`src/rtl/deframer_pkg.sv`:
```
// Shared types for the serial deframer.
// Assumes: nothing beyond IEEE 1800-2017 packages.
package deframer_pkg;

    // Output format chosen by the host mode bit.
    typedef enum logic {
        MODE_REPLY = 1'b0,
        MODE_IMAGE = 1'b1
    } rx_mode_e;

endpackage

```
`src/rtl/rx_edge_sync.sv`:
```
// Brings the recovered serial clock and data into the system clock domain
// and emits a one-cycle bit strobe on each rising edge of the serial clock.
// Assumes: the serial clock has at least four system cycles per bit and the
// data is stable for at least two system cycles around its rising edge.
module rx_edge_sync #(
    parameter int SYNC_STAGES = 2
) (
    input  logic clk,
    input  logic rst_n,
    input  logic rx_clk,
    input  logic rx_data,
    output logic bit_stb,
    output logic bit_val
);

    logic [SYNC_STAGES-1:0] clk_sync;
    logic [SYNC_STAGES-1:0] dat_sync;
    logic                   clk_prev;

    // Shift both serial lines through equal-length synchronizer chains.
    always_ff @(posedge clk) begin
        if (!rst_n) begin
            clk_sync <= '0;
            dat_sync <= '0;
            clk_prev <= 1'b0;
        end else begin
            clk_sync <= {clk_sync[SYNC_STAGES-2:0], rx_clk};
            dat_sync <= {dat_sync[SYNC_STAGES-2:0], rx_data};
            clk_prev <= clk_sync[SYNC_STAGES-1];
        end
    end

    // Rising edge of the synchronized serial clock marks one received bit.
    always_comb begin
        bit_stb = clk_sync[SYNC_STAGES-1] & ~clk_prev;
        bit_val = dat_sync[SYNC_STAGES-1];
    end

    // a strobe is never followed by another in the next cycle.
    assert_bit_spacing_R9: assert property (@(posedge clk) disable iff (!rst_n)
        bit_stb |=> !bit_stb);

endmodule

```
`src/rtl/frame_shifter.sv`:
```
// Finds start bits, shifts data bits in most significant first and latches
// a byte every BYTE_W data bits. Emits a frame-start pulse and byte strobes.
// Assumes: idle line is 0; a 1 seen while idle is the start bit.
module frame_shifter #(
    parameter int WORD_BITS = 24,
    parameter int BYTE_W    = 8,
    localparam int BYTES    = WORD_BITS / BYTE_W,
    localparam int IDX_W    = (BYTES > 1) ? $clog2(BYTES) : 1,
    localparam int BIT_W    = $clog2(BYTE_W)
) (
    input  logic              clk,
    input  logic              rst_n,
    input  logic              bit_stb,
    input  logic              bit_val,
    output logic              frame_start,
    output logic              byte_stb,
    output logic [BYTE_W-1:0] byte_data,
    output logic [IDX_W-1:0]  byte_idx
);

    logic              busy;
    logic [BIT_W-1:0]  bit_cnt;
    logic [IDX_W-1:0]  idx_cnt;
    logic [BYTE_W-1:0] shreg;
    logic              byte_done;
    logic              word_done;

    // Last bit of a byte, and last byte of a word.
    always_comb begin
        byte_done = (bit_cnt == BIT_W'(BYTE_W - 1));
        word_done = byte_done && (idx_cnt == IDX_W'(BYTES - 1));
    end

    // Frame state, shift register and byte latch.
    always_ff @(posedge clk) begin
        if (!rst_n) begin
            busy        <= 1'b0;
            bit_cnt     <= '0;
            idx_cnt     <= '0;
            shreg       <= '0;
            frame_start <= 1'b0;
            byte_stb    <= 1'b0;
            byte_data   <= '0;
            byte_idx    <= '0;
        end else begin
            frame_start <= 1'b0;
            byte_stb    <= 1'b0;
            if (bit_stb) begin
                if (!busy) begin
                    if (bit_val) begin
                        busy        <= 1'b1;
                        bit_cnt     <= '0;
                        idx_cnt     <= '0;
                        shreg       <= '0;
                        frame_start <= 1'b1;
                    end
                end else begin
                    shreg   <= {shreg[BYTE_W-2:0], bit_val};
                    bit_cnt <= bit_cnt + 1'b1;
                    if (byte_done) begin
                        byte_stb  <= 1'b1;
                        byte_data <= {shreg[BYTE_W-2:0], bit_val};
                        byte_idx  <= idx_cnt;
                        bit_cnt   <= '0;
                        shreg     <= '0;
                        idx_cnt   <= idx_cnt + 1'b1;
                        if (word_done) begin
                            busy <= 1'b0;
                        end
                    end
                end
            end
        end
    end

    // the strobe of the word's last byte leaves the block idle.
    assert_word_ends_idle_R9: assert property (@(posedge clk) disable iff (!rst_n)
        (byte_stb && byte_idx == IDX_W'(BYTES - 1)) |-> !busy);

    // a byte strobe is only produced inside a frame.
    assert_byte_in_frame_R2: assert property (@(posedge clk) disable iff (!rst_n)
        (byte_stb && byte_idx != IDX_W'(BYTES - 1)) |-> busy);

    // frame start and a byte never coincide.
    assert_start_not_byte_R2: assert property (@(posedge clk) disable iff (!rst_n)
        !(frame_start && byte_stb));

endmodule

```
`src/rtl/byte_writer.sv`:
```
// Turns frame-start and byte strobes into FIFO write pulses according to the
// mode latched at frame start; drops bytes while the FIFO is full and keeps
// a sticky overflow flag.
// Assumes: strobes are at least two cycles apart.
module byte_writer #(
    parameter int BYTE_W  = 8,
    parameter int BYTES   = 3,
    parameter int KEEP    = 2,
    localparam int IDX_W  = (BYTES > 1) ? $clog2(BYTES) : 1,
    localparam int CNT_W  = $clog2(BYTES + 2)
) (
    input  logic                      clk,
    input  logic                      rst_n,
    input  deframer_pkg::rx_mode_e    mode,
    input  logic                      frame_start,
    input  logic                      byte_stb,
    input  logic [BYTE_W-1:0]         byte_data,
    input  logic [IDX_W-1:0]          byte_idx,
    input  logic                      fifo_full,
    input  logic                      ovf_clr,
    output logic                      fifo_wr,
    output logic [BYTE_W-1:0]         fifo_wdata,
    output logic                      ovf_flag
);
    import deframer_pkg::*;

    rx_mode_e          mode_q;
    logic              want_zero;
    logic              want_byte;
    logic              want;
    logic [CNT_W-1:0]  att_cnt;

    // Decide whether a write is due in this cycle.
    always_comb begin
        want_zero = frame_start && (mode == MODE_REPLY);
        want_byte = byte_stb &&
                    ((mode_q == MODE_REPLY) || (byte_idx >= IDX_W'(BYTES - KEEP)));
        want      = want_zero || want_byte;
    end

    // Latch the mode once per frame at its start bit.
    always_ff @(posedge clk) begin
        if (!rst_n) begin
            mode_q <= MODE_REPLY;
        end else if (frame_start) begin
            mode_q <= mode;
        end
    end

    // Issue the write pulse or drop the byte when the FIFO is full.
    always_ff @(posedge clk) begin
        if (!rst_n) begin
            fifo_wr    <= 1'b0;
            fifo_wdata <= '0;
        end else begin
            fifo_wr <= want && !fifo_full;
            if (want) begin
                fifo_wdata <= want_byte ? byte_data : '0;
            end
        end
    end

    // Sticky overflow flag; a new drop wins over a clear.
    always_ff @(posedge clk) begin
        if (!rst_n) begin
            ovf_flag <= 1'b0;
        end else if (want && fifo_full) begin
            ovf_flag <= 1'b1;
        end else if (ovf_clr) begin
            ovf_flag <= 1'b0;
        end
    end

    // Write attempts in the current frame, kept for the budget check.
    always_ff @(posedge clk) begin
        if (!rst_n) begin
            att_cnt <= '0;
        end else if (frame_start) begin
            att_cnt <= want ? CNT_W'(1) : '0;
        end else if (want) begin
            att_cnt <= att_cnt + 1'b1;
        end
    end

    // a reply frame opens with a zero byte when the FIFO has room.
    assert_zero_lead_R3: assert property (@(posedge clk) disable iff (!rst_n)
        (frame_start && mode == MODE_REPLY && !fifo_full) |=> (fifo_wr && fifo_wdata == '0));

    // an image frame writes nothing at its start bit.
    assert_image_no_zero_R4: assert property (@(posedge clk) disable iff (!rst_n)
        (frame_start && mode == MODE_IMAGE) |=> !fifo_wr);

    // never more writes per frame than the latched mode allows.
    assert_write_budget_R4: assert property (@(posedge clk) disable iff (!rst_n)
        att_cnt <= ((mode_q == MODE_REPLY) ? CNT_W'(BYTES + 1) : CNT_W'(KEEP)));

    // a write pulse lasts one cycle.
    assert_single_pulse_R10: assert property (@(posedge clk) disable iff (!rst_n)
        fifo_wr |=> !fifo_wr);

    // the flag stays set unless cleared.
    assert_ovf_sticky_R8: assert property (@(posedge clk) disable iff (!rst_n)
        (ovf_flag && !ovf_clr) |=> ovf_flag);

    // a byte due while full raises the flag in the next cycle.
    assert_drop_flags_R7: assert property (@(posedge clk) disable iff (!rst_n)
        (want && fifo_full) |=> (ovf_flag && !fifo_wr));

endmodule

```
`src/rtl/mode_regs.sv`:
```
// Host-visible control register: mode bit and overflow clear on write,
// mode and overflow flag on read, at a single offset.
// Assumes: host accesses are single-cycle; reads are combinational.
module mode_regs #(
    parameter int             ADDR_W      = 8,
    parameter logic [ADDR_W-1:0] MODE_OFFSET = 8'h1C
) (
    input  logic                   clk,
    input  logic                   rst_n,
    input  logic                   host_wr,
    input  logic [ADDR_W-1:0]      host_addr,
    input  logic [1:0]             host_wdata,
    input  logic                   ovf_flag,
    output logic [1:0]             host_rdata,
    output deframer_pkg::rx_mode_e mode,
    output logic                   ovf_clr
);
    import deframer_pkg::*;

    logic hit;

    // Decode the register offset and the overflow clear request.
    always_comb begin
        hit        = (host_addr == MODE_OFFSET);
        ovf_clr    = host_wr && hit && host_wdata[1];
        host_rdata = hit ? {ovf_flag, mode} : 2'b00;
    end

    // Mode bit, updated only by a write at the register offset.
    always_ff @(posedge clk) begin
        if (!rst_n) begin
            mode <= MODE_REPLY;
        end else if (host_wr && hit) begin
            mode <= rx_mode_e'(host_wdata[0]);
        end
    end

    // the mode holds unless the register offset is written.
    assert_mode_hold_R5: assert property (@(posedge clk) disable iff (!rst_n)
        !(host_wr && host_addr == MODE_OFFSET) |=> $stable(mode));

endmodule

```
`src/rtl/serial_deframer.sv`:
```
// Top level: synchronizes the recovered serial stream, deframes 24-bit words
// and writes them to a byte FIFO in reply (widened) or image (narrowed) form.
// Assumes: FIFO and clock recovery are outside; rx_clk is much slower than clk.
module serial_deframer #(
    parameter int              WORD_BITS   = 24,
    parameter int              BYTE_W      = 8,
    parameter int              KEEP        = 2,
    parameter int              SYNC_STAGES = 2,
    parameter int              ADDR_W      = 8,
    parameter logic [ADDR_W-1:0] MODE_OFFSET = 8'h1C
) (
    input  logic              clk,
    input  logic              rst_n,
    input  logic              rx_clk,
    input  logic              rx_data,
    input  logic              host_wr,
    input  logic [ADDR_W-1:0] host_addr,
    input  logic [1:0]        host_wdata,
    output logic [1:0]        host_rdata,
    input  logic              fifo_full,
    output logic              fifo_wr,
    output logic [BYTE_W-1:0] fifo_wdata,
    output logic              ovf_flag
);
    import deframer_pkg::*;

    localparam int BYTES = WORD_BITS / BYTE_W;
    localparam int IDX_W = (BYTES > 1) ? $clog2(BYTES) : 1;

    logic              bit_stb;
    logic              bit_val;
    logic              frame_start;
    logic              byte_stb;
    logic [BYTE_W-1:0] byte_data;
    logic [IDX_W-1:0]  byte_idx;
    rx_mode_e          mode;
    logic              ovf_clr;

    rx_edge_sync #(.SYNC_STAGES(SYNC_STAGES)) u_sync (
        .clk     (clk),
        .rst_n   (rst_n),
        .rx_clk  (rx_clk),
        .rx_data (rx_data),
        .bit_stb (bit_stb),
        .bit_val (bit_val)
    );

    frame_shifter #(.WORD_BITS(WORD_BITS), .BYTE_W(BYTE_W)) u_shift (
        .clk         (clk),
        .rst_n       (rst_n),
        .bit_stb     (bit_stb),
        .bit_val     (bit_val),
        .frame_start (frame_start),
        .byte_stb    (byte_stb),
        .byte_data   (byte_data),
        .byte_idx    (byte_idx)
    );

    byte_writer #(.BYTE_W(BYTE_W), .BYTES(BYTES), .KEEP(KEEP)) u_writer (
        .clk         (clk),
        .rst_n       (rst_n),
        .mode        (mode),
        .frame_start (frame_start),
        .byte_stb    (byte_stb),
        .byte_data   (byte_data),
        .byte_idx    (byte_idx),
        .fifo_full   (fifo_full),
        .ovf_clr     (ovf_clr),
        .fifo_wr     (fifo_wr),
        .fifo_wdata  (fifo_wdata),
        .ovf_flag    (ovf_flag)
    );

    mode_regs #(.ADDR_W(ADDR_W), .MODE_OFFSET(MODE_OFFSET)) u_regs (
        .clk        (clk),
        .rst_n      (rst_n),
        .host_wr    (host_wr),
        .host_addr  (host_addr),
        .host_wdata (host_wdata),
        .ovf_flag   (ovf_flag),
        .host_rdata (host_rdata),
        .mode       (mode),
        .ovf_clr    (ovf_clr)
    );

    // no write can be issued in the first cycle after reset.
    assert_quiet_after_reset_R1: assert property (@(posedge clk) disable iff (!rst_n)
        $rose(rst_n) |-> !fifo_wr);

endmodule

```
`config.mk`:
```
export PLATFORM = sky130hd
export DESIGN_NAME = serial_deframer
export DESIGN_NICKNAME = d
export VERILOG_FILES = /design/src/rtl/deframer_pkg.sv /design/src/rtl/rx_edge_sync.sv /design/src/rtl/frame_shifter.sv /design/src/rtl/byte_writer.sv /design/src/rtl/mode_regs.sv /design/src/rtl/serial_deframer.sv
export SDC_FILE = /design/constraint.sdc
export NUM_CORES = 1
export LEC_CHECK = 0
export BUFFER_PORTS_ARGS = -buffer_cell sky130_fd_sc_hd__buf_4
export CAP_MARGIN = 5
export CORE_MARGIN = 5
export CORE_UTILIZATION = 54
export CTS_BUF_LIST = sky130_fd_sc_hd__clkbuf_16
export DETAILED_ROUTE_END_ITERATION = 16
export PLACE_DENSITY = 0.77
export SYNTH_ARGS = -nofsm -noshare
export SYNTH_HDL_FRONTEND = slang
export SYNTH_SLANG_ARGS = --single-unit
```
`constraint.sdc`:
```
create_clock -name clk -period 1.8 [get_ports clk]
set_input_delay 0.36 -clock clk [delete_from_list [all_inputs] [get_ports clk]]
set_output_delay 0.36 -clock clk [all_outputs]
set_load 0.1 [all_outputs]
```
==> results.json <==
{
  "status": "finished clean",
  "cts_num_sinks": 42,
  "cts.repair.resized": 0,
  "post-route-min-period_ns": 1.639,
  "synthMuxAreaShare_pct": 1.200,
  "cts_root_buf": "clkbuf_16",
  "grt.total_usage_pct": 17.71,
  "critPathKind": "input port to output pin",
  "synthAdderAreaFrac_pct": 2.251,
  "cts_tree": "yes",
  "die_h_um": 65.58,
  "place_inst": 238,
  "most-common-layout-cells": "dfxtp_1 (41), buf_4 (35), a21oi_1 (28)",
  "routabilityCongestion": 0.7538,
  "cp.arrival_ns": 1.28,
  "tns_ns": 0,
  "antenna_found_initial": 0,
  "fmax_ghz": 0.6101,
  "hold_path.class": "input port to flop",
  "period_share_pct": 91.07,
  "slew_headroom_pct": 68.01,
  "vias": 1420,
  "layout_commonest_cell": "dfxtp_1",
  "cts_setup_buffers": 0,
  "ctsHtreeMaxLevel": 2,
  "hold_viol": 0,
  "core-area_um2": 3003,
  "intPower_mw": 1.473,
  "ys_seq_elements": 42,
  "synthSimpleGateAreaFrac_pct": 26.11,
  "clkTransAtPathRegs_ns": 0.05,
  "fin_nets": 231,
  "power_frac_comb_pct": 3.3,
  "drc": 0,
  "ys_types": 34,
  "multiInputGateArea_um2": 747.0,
  "area_delta_synth_final_pct": 22.88,
  "slew_violations": 0,
  "ys.flop_type": "dfxtp_1",
  "setup_ws_ns": 0.1608,
  "clock_latency_ns": 0.28,
  "grt_max_degree": 19,
  "synth-compound-area-share_pct": 15.08,
  "dp_slack_ns": 0.1528,
  "rrSetupSlack_ns": 0.17,
  "ir_drop_mv": 0.6633,
  "p_sw_share_pct": 20.27,
  "finalWirelength_mm": 3.411,
  "die_w_um": 65.58,
  "syn_inst": 184,
  "initial_utilization_pct": 55.54,
  "power_density_nw_per_um2": 901.5,
  "routedWlPerCell_um": 13.87,
  "cts_buffers": 5,
  "setup_viol": 0,
  "seq_power_share_pct": 50.8,
  "leakage_nw": 0.7643,
  "dpl.hpwl_mm": 2.485,
  "synth_edf_count": 0,
  "seq_area_um2": 842.1,
  "synth_xor_area_share_pct": 0,
  "drt_pass1_iterations": 4,
  "diodes": 0,
  "power_switching_mw": 0.3745,
  "netlist_area_um2": 1668,
  "worst_setup_path_start_kind": "input port",
  "finClkSkew_ns": 0.004348,
  "drtIter0Drc": 99,
  "syn_avg_cell_area_um2": 9.064,
  "endpoint_kind": "output pin",
  "grt_pass1_vias": 1327,
  "pin_count": 28,
  "viasPerCell": 5.772,
  "drive_gt1_share_pct": 23.47,
  "fp-row-count": 20,
  "dieArea_um2": 4300,
  "ys_async_sr_fraction_pct": 0,
  "synthesis.nets": 203,
  "critPathMaxFanout": 3,
  "synth_top_family_by_area": "simple AND/OR/NAND/NOR gates",
  "clkPwrFrac_pct": 45.9,
  "cts_hold_buf": 0,
  "fin_util_pct": 68.25,
  "portBuffers": 27,
  "grt_pass1_wl_mm": 5.940,
  "rsz0062_at_grt": "false",
  "drtAntennaViolNets": 0,
  "cts_buffer_depth": 2,
  "seq_area_frac_synth_pct": 50.41,
  "drv_cap": 0,
  "fillCellCount": 246,
  "layout.cells.non_filler": 246,
  "yosys_warnings": 0,
  "overflow": 0,
  "tightest_slew_ns": 0.4769,
  "cp_data_required_time_ns": 1.44,
  "total_power_mw": 1.848
}
-- worst max-delay path, stage by stage --
cell and delay [ns]:
buf_4 0.11, nor4b_2 0.31, and3_2 0.22, buf_4 0.28
-- registers in the layout, indices dropped and copies added, names as in the netlist, 2 cells and up --
signal / cells
u_shift.byte_data: 8
u_shift.shreg: 7
u_shift.bit_cnt: 3
u_sync.clk_sync: 2
u_sync.dat_sync: 2
u_shift.byte_idx: 2
u_writer.fifo_wdata: 8
u_shift.idx_cnt: 2
-- metal layers --
metal	track usage (%)	part of all wire, %	vias up
li1	-	-	716
met1	20.87	42	658
met2	29.84	50	39
met3	5.470	6.0	7
met4	6.995	1.7	0
met5	0	0	-
-- cell usage after synthesis, types with 3 or more instances --
cell type / number / area (µm²)
clkbuf_1: 6 / 22.52
buf_2: 6 / 30.03
nand2_1: 25 / 93.84
ha_1: 3 / 37.54
nand3_1: 21 / 105.1
dfxtp_1: 42 / 840.8
and2_1: 5 / 31.28
nand4b_1: 8 / 70.07
a21oi_1: 28 / 140.1
o211ai_1: 8 / 60.06
-- final timing paths --
kind,start,end,cells past startpoint
setup / recovery,host_addr[5],host_rdata[1],4
hold / removal,fifo_full,u_writer.fifo_wr,2
setup reg to reg,u_shift.bit_cnt[0],u_shift.byte_idx[0],5
hold reg to reg,u_sync.clk_sync[0],u_sync.clk_sync[1],1
-- metrics by stage --
stage | cell area (µm²) | hold WS [ns]
4_1_cts | 2049 | 0.2457
3_5_place_dp | 1908 | 0.4200
5_1_grt | 2049 | 0.2457
6_report | 2049 | 0.2477
3_3_place_gp | 1908 | 0.4168
2_1_floorplan | 1672 | 0.4119
-- area by class of cell --
cell class | instances | area share [%]
timing repair buffer | 35 | 12.82
sequential | 42 | 41.09
clock buffer | 5 | 6.105
multi-input combinational | 124 | 36.45
clock inverter | 3 | 0.7936
tap | 33 | 2.015
inverter | 4 | 0.7326
-- cells by family (layout without fill, tap and decap cells) --
family | after synthesis | after routing
AND/OR/NAND/NOR | 76 | 76
AO/OA/AOI/OAI | 43 | 43
flip-flops | 42 | 42
buffers and inverters | 18 | 47
adder cells (fa/ha/maj) | 3 | 3
multiplexers | 2 | 2
-- power by group through the flow --
stage,Clock (mW),Combinational (mW),Sequential [mW]
finish,0.848,0.0610,0.939
global placement,0,0.0594,0.959
CTS,0.864,0.0615,0.939
global route,0.904,0.0673,0.939
detailed placement,0,0.0614,0.959
floorplan,0,0.0260,0.959
Note: power is estimated with default switching activity, not from simulation.
